`src/rtl/cap_timer_pkg.sv`:
```
package cap_timer_pkg;

    typedef enum logic [1:0] {
        EDGE_NONE = 2'd0,
        EDGE_RISE = 2'd1,
        EDGE_FALL = 2'd2,
        EDGE_BOTH = 2'd3
    } edge_sel_t;

    typedef enum logic [0:0] {
        SEQ_WAIT_A = 1'b0,
        SEQ_WAIT_B = 1'b1
    } seq_state_t;

    // bus addresses
    localparam int ADR_MODE   = 0;
    localparam int ADR_CMD    = 1;
    localparam int ADR_CMPV   = 2;
    localparam int ADR_CAP_A  = 3;
    localparam int ADR_CAP_B  = 4;
    localparam int ADR_STATUS = 5;
    localparam int ADR_MASK   = 6;
    localparam int ADR_COUNT  = 7;

    // mode word layout
    localparam int MODE_W     = 9;
    localparam int M_LDA_LO   = 0;
    localparam int M_LDB_LO   = 2;
    localparam int M_EXT_LO   = 4;
    localparam int M_EXT_SRC  = 6;
    localparam int M_WAVE     = 7;
    localparam int M_CMP_TRIG = 8;

    // status word layout
    localparam int ST_W   = 6;
    localparam int ST_CMP = 0;
    localparam int ST_OVF = 1;
    localparam int ST_OVR = 2;
    localparam int ST_LDA = 3;
    localparam int ST_LDB = 4;
    localparam int ST_EXT = 5;

    function automatic logic edge_hit(edge_sel_t sel, logic rise, logic fall);
        logic hit;
        unique case (sel)
            EDGE_NONE: hit = 1'b0;
            EDGE_RISE: hit = rise;
            EDGE_FALL: hit = fall;
            EDGE_BOTH: hit = rise | fall;
            default:   hit = 1'b0;
        endcase
        return hit;
    endfunction

endpackage

```
`src/rtl/cap_edge_sync.sv`:
```
module cap_edge_sync #(
    parameter int STAGES = 2
) (
    input  logic clk,
    input  logic rst_n,
    input  logic din,
    output logic rise,
    output logic fall
);
    // STAGES flops synchronize, one more holds the previous value
    logic [STAGES:0] chain;

    always_ff @(posedge clk or negedge rst_n) begin
        if (!rst_n) chain <= '0;
        else        chain <= {chain[STAGES-1:0], din};
    end

    assign rise =  chain[STAGES-1] & ~chain[STAGES];
    assign fall = ~chain[STAGES-1] &  chain[STAGES];
endmodule

```
`src/rtl/cap_counter.sv`:
```
module cap_counter #(
    parameter int W = 16
) (
    input  logic         clk,
    input  logic         rst_n,
    input  logic         sync_pulse,
    input  logic         sw_pulse,
    input  logic         ext_pulse,
    input  logic         cmp_trig_en,
    input  logic [W-1:0] cmp_val,
    output logic [W-1:0] count,
    output logic         trig,
    output logic         cmp_evt,
    output logic         ovf_evt
);
    always_comb begin
        cmp_evt = (count == cmp_val);
        trig    = sync_pulse | sw_pulse | ext_pulse | (cmp_trig_en & cmp_evt);
        ovf_evt = (&count) & ~trig;
    end

    always_ff @(posedge clk or negedge rst_n) begin
        if (!rst_n)    count <= '0;
        else if (trig) count <= '0;
        else           count <= count + 1'b1;
    end
endmodule

```
`src/rtl/cap_seq.sv`:
```
module cap_seq
    import cap_timer_pkg::*;
#(
    parameter int W = 16
) (
    input  logic         clk,
    input  logic         rst_n,
    input  logic         trig,
    input  logic         cap_enable,
    input  logic         hit_a,
    input  logic         hit_b,
    input  logic         rd_a,
    input  logic         rd_b,
    input  logic [W-1:0] count,
    output logic [W-1:0] cap_a,
    output logic [W-1:0] cap_b,
    output logic         lda_evt,
    output logic         ldb_evt,
    output logic         ovr_evt
);
    seq_state_t state, state_nxt;
    logic       unread_a, unread_b;

    // state register
    always_ff @(posedge clk or negedge rst_n) begin
        if (!rst_n) state <= SEQ_WAIT_A;
        else        state <= state_nxt;
    end

    // next state and load strobes
    always_comb begin
        state_nxt = state;
        lda_evt   = 1'b0;
        ldb_evt   = 1'b0;
        if (trig) begin
            state_nxt = SEQ_WAIT_A;
        end else if (cap_enable) begin
            unique case (state)
                SEQ_WAIT_A: if (hit_a) begin
                    lda_evt   = 1'b1;
                    state_nxt = SEQ_WAIT_B;
                end
                SEQ_WAIT_B: if (hit_b) begin
                    ldb_evt   = 1'b1;
                    state_nxt = SEQ_WAIT_A;
                end
                default: state_nxt = SEQ_WAIT_A;
            endcase
        end
        ovr_evt = (lda_evt & unread_a & ~rd_a) | (ldb_evt & unread_b & ~rd_b);
    end

    // capture storage and unread tracking
    always_ff @(posedge clk or negedge rst_n) begin
        if (!rst_n) begin
            cap_a    <= '0;
            cap_b    <= '0;
            unread_a <= 1'b0;
            unread_b <= 1'b0;
        end else begin
            if (lda_evt) begin
                cap_a    <= count;
                unread_a <= 1'b1;
            end else if (rd_a) begin
                unread_a <= 1'b0;
            end
            if (ldb_evt) begin
                cap_b    <= count;
                unread_b <= 1'b1;
            end else if (rd_b) begin
                unread_b <= 1'b0;
            end
        end
    end
endmodule

```
`src/rtl/dual_capture_timer.sv`:
```
module dual_capture_timer
    import cap_timer_pkg::*;
#(
    parameter int CNT_W       = 16,
    parameter int ADDR_W      = 3,
    parameter int SYNC_STAGES = 2
) (
    input  logic              clk,
    input  logic              rst_n,
    input  logic              bus_wr,
    input  logic              bus_rd,
    input  logic [ADDR_W-1:0] bus_addr,
    input  logic [CNT_W-1:0]  bus_wdata,
    output logic [CNT_W-1:0]  bus_rdata,
    input  logic              line_a,
    input  logic              line_b,
    input  logic              sync_in,
    output logic              irq
);
    localparam logic [CNT_W-1:0] CMP_RST = '1;

    logic [MODE_W-1:0] mode_q;
    logic [CNT_W-1:0]  cmp_q;
    logic [ST_W-1:0]   mask_q;
    logic [ST_W-1:0]   st_q;
    logic [ST_W-1:0]   st_evt;

    logic a_rise, a_fall, b_rise, b_fall;
    logic wave_mode, ext_rise, ext_fall, ext_pulse, sw_pulse;
    logic hit_a, hit_b, rd_a, rd_b, rd_status;
    logic trig, cmp_evt, ovf_evt, lda_evt, ldb_evt, ovr_evt;
    logic [CNT_W-1:0] count, cap_a, cap_b;

    function automatic logic at(logic [ADDR_W-1:0] a, int reg_idx);
        return a == ADDR_W'(reg_idx);
    endfunction

    cap_edge_sync #(.STAGES(SYNC_STAGES)) u_sync_a (
        .clk(clk), .rst_n(rst_n), .din(line_a), .rise(a_rise), .fall(a_fall)
    );
    cap_edge_sync #(.STAGES(SYNC_STAGES)) u_sync_b (
        .clk(clk), .rst_n(rst_n), .din(line_b), .rise(b_rise), .fall(b_fall)
    );

    always_comb begin
        wave_mode = mode_q[M_WAVE];
        ext_rise  = mode_q[M_EXT_SRC] ? b_rise : a_rise;
        ext_fall  = mode_q[M_EXT_SRC] ? b_fall : a_fall;
        ext_pulse = ~wave_mode &
                    edge_hit(edge_sel_t'(mode_q[M_EXT_LO +: 2]), ext_rise, ext_fall);
        hit_a     = edge_hit(edge_sel_t'(mode_q[M_LDA_LO +: 2]), a_rise, a_fall);
        hit_b     = edge_hit(edge_sel_t'(mode_q[M_LDB_LO +: 2]), a_rise, a_fall);
        sw_pulse  = bus_wr & at(bus_addr, ADR_CMD) & bus_wdata[0];
        rd_a      = bus_rd & at(bus_addr, ADR_CAP_A);
        rd_b      = bus_rd & at(bus_addr, ADR_CAP_B);
        rd_status = bus_rd & at(bus_addr, ADR_STATUS);
    end

    cap_counter #(.W(CNT_W)) u_cnt (
        .clk(clk), .rst_n(rst_n),
        .sync_pulse(sync_in), .sw_pulse(sw_pulse), .ext_pulse(ext_pulse),
        .cmp_trig_en(mode_q[M_CMP_TRIG]), .cmp_val(cmp_q),
        .count(count), .trig(trig), .cmp_evt(cmp_evt), .ovf_evt(ovf_evt)
    );

    cap_seq #(.W(CNT_W)) u_seq (
        .clk(clk), .rst_n(rst_n), .trig(trig), .cap_enable(~wave_mode),
        .hit_a(hit_a), .hit_b(hit_b), .rd_a(rd_a), .rd_b(rd_b), .count(count),
        .cap_a(cap_a), .cap_b(cap_b),
        .lda_evt(lda_evt), .ldb_evt(ldb_evt), .ovr_evt(ovr_evt)
    );

    always_comb begin
        st_evt          = '0;
        st_evt[ST_CMP]  = cmp_evt;
        st_evt[ST_OVF]  = ovf_evt;
        st_evt[ST_OVR]  = ovr_evt;
        st_evt[ST_LDA]  = lda_evt;
        st_evt[ST_LDB]  = ldb_evt;
        st_evt[ST_EXT]  = ext_pulse;
    end

    // configuration registers and sticky status
    always_ff @(posedge clk or negedge rst_n) begin
        if (!rst_n) begin
            mode_q <= '0;
            cmp_q  <= CMP_RST;
            mask_q <= '0;
            st_q   <= '0;
        end else begin
            if (bus_wr && at(bus_addr, ADR_MODE)) mode_q <= bus_wdata[MODE_W-1:0];
            if (bus_wr && at(bus_addr, ADR_CMPV)) cmp_q  <= bus_wdata;
            if (bus_wr && at(bus_addr, ADR_MASK)) mask_q <= bus_wdata[ST_W-1:0];
            st_q <= (rd_status ? '0 : st_q) | st_evt;
        end
    end

    always_comb begin
        bus_rdata = '0;
        if (bus_rd) begin
            if      (at(bus_addr, ADR_MODE))   bus_rdata = CNT_W'(mode_q);
            else if (at(bus_addr, ADR_CMPV))   bus_rdata = cmp_q;
            else if (at(bus_addr, ADR_CAP_A))  bus_rdata = cap_a;
            else if (at(bus_addr, ADR_CAP_B))  bus_rdata = cap_b;
            else if (at(bus_addr, ADR_STATUS)) bus_rdata = CNT_W'(st_q);
            else if (at(bus_addr, ADR_MASK))   bus_rdata = CNT_W'(mask_q);
            else if (at(bus_addr, ADR_COUNT))  bus_rdata = count;
        end
    end

    assign irq = |(st_q & mask_q);
endmodule

```
`config.mk`:
```
export PLATFORM = sky130hd
export DESIGN_NAME = dual_capture_timer
export DESIGN_NICKNAME = d
export VERILOG_FILES = /design/src/rtl/cap_timer_pkg.sv /design/src/rtl/cap_edge_sync.sv /design/src/rtl/cap_counter.sv /design/src/rtl/cap_seq.sv /design/src/rtl/dual_capture_timer.sv
export SDC_FILE = /design/constraint.sdc
export NUM_CORES = 1
export LEC_CHECK = 0
export ABC_AREA = 1
export BUFFER_PORTS_ARGS = -buffer_cell sky130_fd_sc_hd__buf_2
export CORE_MARGIN = 4
export CORE_UTILIZATION = 45
export CTS_BUF_LIST = sky130_fd_sc_hd__clkbuf_8
export CTS_CLUSTER_DIAMETER = 120
export DETAILED_ROUTE_END_ITERATION = 8
export PLACE_DENSITY = 0.62
export SETUP_SLACK_MARGIN = 0.02
export SLEW_MARGIN = 40
export SYNTH_ARGS = -nofsm -noshare
export SYNTH_HDL_FRONTEND = slang
export SYNTH_SLANG_ARGS = --single-unit
```
`constraint.sdc`:
```
create_clock -name clk -period 5 [get_ports clk]
set_input_delay 1.25 -clock clk [delete_from_list [all_inputs] [get_ports clk]]
set_output_delay 1.25 -clock clk [all_outputs]
set_load 0.1 [all_outputs]
```
==> run summary <==
post-synth top area cell: dfrtp_1
starting density of the core: 0.465
status: completed
final net count: 681
total routed wirelength: 12.6 mm
Mean Syn Cell Area: 7.83 um2
count of final setup violators: 0
Inserted Clock Buffers: 9
Seq pwr share: 0.505
top_reg_cell synth: dfrtp_1
Multi-input gate area: 2060 um2
pwr/cell area: 348 nW/um2
pin count of the biggest net entering global routing: 61
drt drc: 0
Comb pwr share: 0.197
post-route ant nets: 0
crit path cell chain: buf_2 -> nand2_1 -> inv_1 -> nand2_1 -> clkinv_1 -> a21oi_1 -> a311oi_2 -> buf_2
crit path DAT: 3.23 ns
register area: 2370 um2
core region area: 10400 um2
NetSw: 0.613 mW
Final GP Congestion: 0.902
CTS tree: done
worst slew pin tran: 0.680 ns
die area: 12500 um2
row cnt: 37
total number of H-tree levels: 3
Hold WC Path Type: register to register
synth top area cells: dfrtp_1, nand2_1, dfstp_2
fmax: 0.223 GHz
CTS root buffer: clkbuf_8
I/O Pins: 43
CTS sink cnt: 94
Max-cap violations: 0
top-area cell type share of the netlist area: 0.403
number of fill cells: 1003
gr usage total: 0.212
clk_skew: 0.00643 ns
hpwl dp: 9.34 mm
grt ovf: 0
detailed-route via count: 4195
area of placed instances: 5110 um2
Synth Instances: 619
number of synthesized flops with an enable pin: 0
post-route cell area: 5340 um2
Seq/Total Area, Yosys: 0.489
clk buf depth: 2
later-pin clock latency in the skew report: 0.37 ns
Util after Layout: 0.512
Netlist cell types: 36
Die W: 112 um
Final Max Slew Viols: 0
area of the mapped netlist: 4850 um2
total setup buffers inserted after CTS: 0
IO buf count: 42
FF+latch count, synth: 94
first-pass GRT wire length: 21.2 mm
leak pwr: 2.59 nW
post-synthesis net count: 648
switching share of power: 0.330
CP startpoint kind: input pin
vias per cell: 5.29
layout cell share with drive strength beyond 1: 0.157
Slew headroom: 0.546
Final Hold Viols: 0
vias in the first global route: 3919
WP data required: 3.75 ns
VDD IR max: 0.000170 V
Synth top cells by count: nand2_1, dfrtp_1, inv_1, o21ai_0, nor2_1
Ys Warns: 0
RSZ-0062 raised after global routing: false
count leader, synth: nand2_1
Starting DRT DRC Count: 383
Avg WL per Cell: 15.9 um
drt first pass iters: 5
Final period util: 0.896
Largest stage delay, worst path: 0.42 ns
crit path max fanout: 16
share of power burned in the clock network: 0.298
Tmin final: 4.48 ns
Worst path slowest cell: clkinv_1
initial antenna violation count: 0
Worst setup EP type: output port
critical setup path kind: input pin to output port
number of hold buffers added after CTS: 0
Int Pwr: 1.24 mW
die height: 112 um
share of synthesized registers carrying an async set or reset: 1.00
P&R area growth vs syn: 10.1%
Clock transition at path regs: 0.08 ns
ant diodes: 0
CTS resizes: 0
-- final cells by class --
class                      count  area share
clock buffer                  13      0.0335
clock inverter                 3     0.00750
inverter                      78      0.0549
multi-input combinational    426       0.386
sequential                    94       0.445
tap                          136      0.0319
timing repair buffer          43      0.0420
-- power groups by stage --
stage               Clock, mW  Combinational (mW)  Sequential [mW]
floorplan                   0               0.285            0.917
global placement            0               0.361            0.948
detailed placement          0               0.366            0.950
CTS                     0.560               0.367            0.936
global route            0.595               0.413            0.949
finish                  0.554               0.365            0.938
-- path summary, 6_finish.rpt --
| path | to | slack, ns | cells past startpoint | startpoint |
|---|---|---|---|---|
| setup / recovery | bus_rdata[9] | 0.52 | 8 | bus_addr[0] |
| hold / removal | u_sync_b.chain[1] | 0.35 | 0 | u_sync_b.chain[0] |
| setup reg to reg | u_seq.cap_a[15] | 2.95 | 10 | u_sync_a.chain[1] |
| hold reg to reg | u_sync_b.chain[1] | 0.35 | 0 | u_sync_b.chain[0] |
| max in group asynchronous | cmp_q[6] | 3.24 | 2 | rst_n |
| min in group asynchronous | u_seq.cap_b[12] | 0.84 | 1 | rst_n |
-- through the flow --
stage          hold slack, ns  total power, mW  setup TNS (ns)  setup WS, ns  instances
6_report                0.354             1.86               0         0.522        793
4_1_cts                 0.355             1.86               0         0.555        793
3_5_place_dp            0.335             1.32               0         0.555        777
5_1_grt                 0.364             1.96               0         0.300        793
3_3_place_gp            0.334             1.31               0         0.623        777
2_1_floorplan           0.331             1.20           -1.99        -0.399        619
-- cell usage in the layout, fill, tap and decap left out, types with 2 or more instances in the layout --
master    count
xor2_1        5
o21ai_1      26
dfrtp_1      78
nand2_1     173
clkinv_1      2
ha_1          3
nand2_2       2
nor2_1       47
nand4_1      10
a211oi_1      5
o211ai_1      8
a21oi_1      43
o21ai_0      52
clkinv_2      2
buf_2        41
dfstp_2      16
clkbuf_8     13
nor3_1        9
or2_2         7
nand3_1      19
inv_2        10
nand3_4       3
inv_1        66
a22o_1        2
-- cell families after synthesis --
group                      count (synthesis)  synth area share
DFF                                       94             0.489
and+or+nand+nor                          275             0.242
adders and majority gates                  3           0.00774
xor gates and xnor gates                   6            0.0108
muxes                                      1           0.00232
buffers and inverters                     99            0.0891
AOI/OAI and AO/OA                        141             0.159
-- critical path: cells and delay by family --
family,cells,cell delay [ns]
and+or+nand+nor,2,0.60
AOI/OAI and AO/OA,2,0.39
buffers and inverters,4,0.98
-- metal layers --
layer	part of all wire	routed length [um]	vias to the layer above	track usage
li1	-	-	2072	-
met1	0.48	6070	1965	0.321
met2	0.44	5510	142	0.311
met3	0.069	874	16	0.0435
met4	0.014	171	0	0.0519
met5	0	0	-	0
-- flip-flops by register name (all words and copies together) (netlist names) --
name / cells
mode_q: 9
u_sync_b.chain: 3
u_seq.unread_b: 1
cmp_q: 16
u_seq.cap_a: 16
u_cnt.count: 16
st_q: 6
mask_q: 6
u_seq.state: 1
u_seq.cap_b: 16
u_seq.unread_a: 1
u_sync_a.chain: 3
Note: power is estimated with default switching activity, not from simulation.
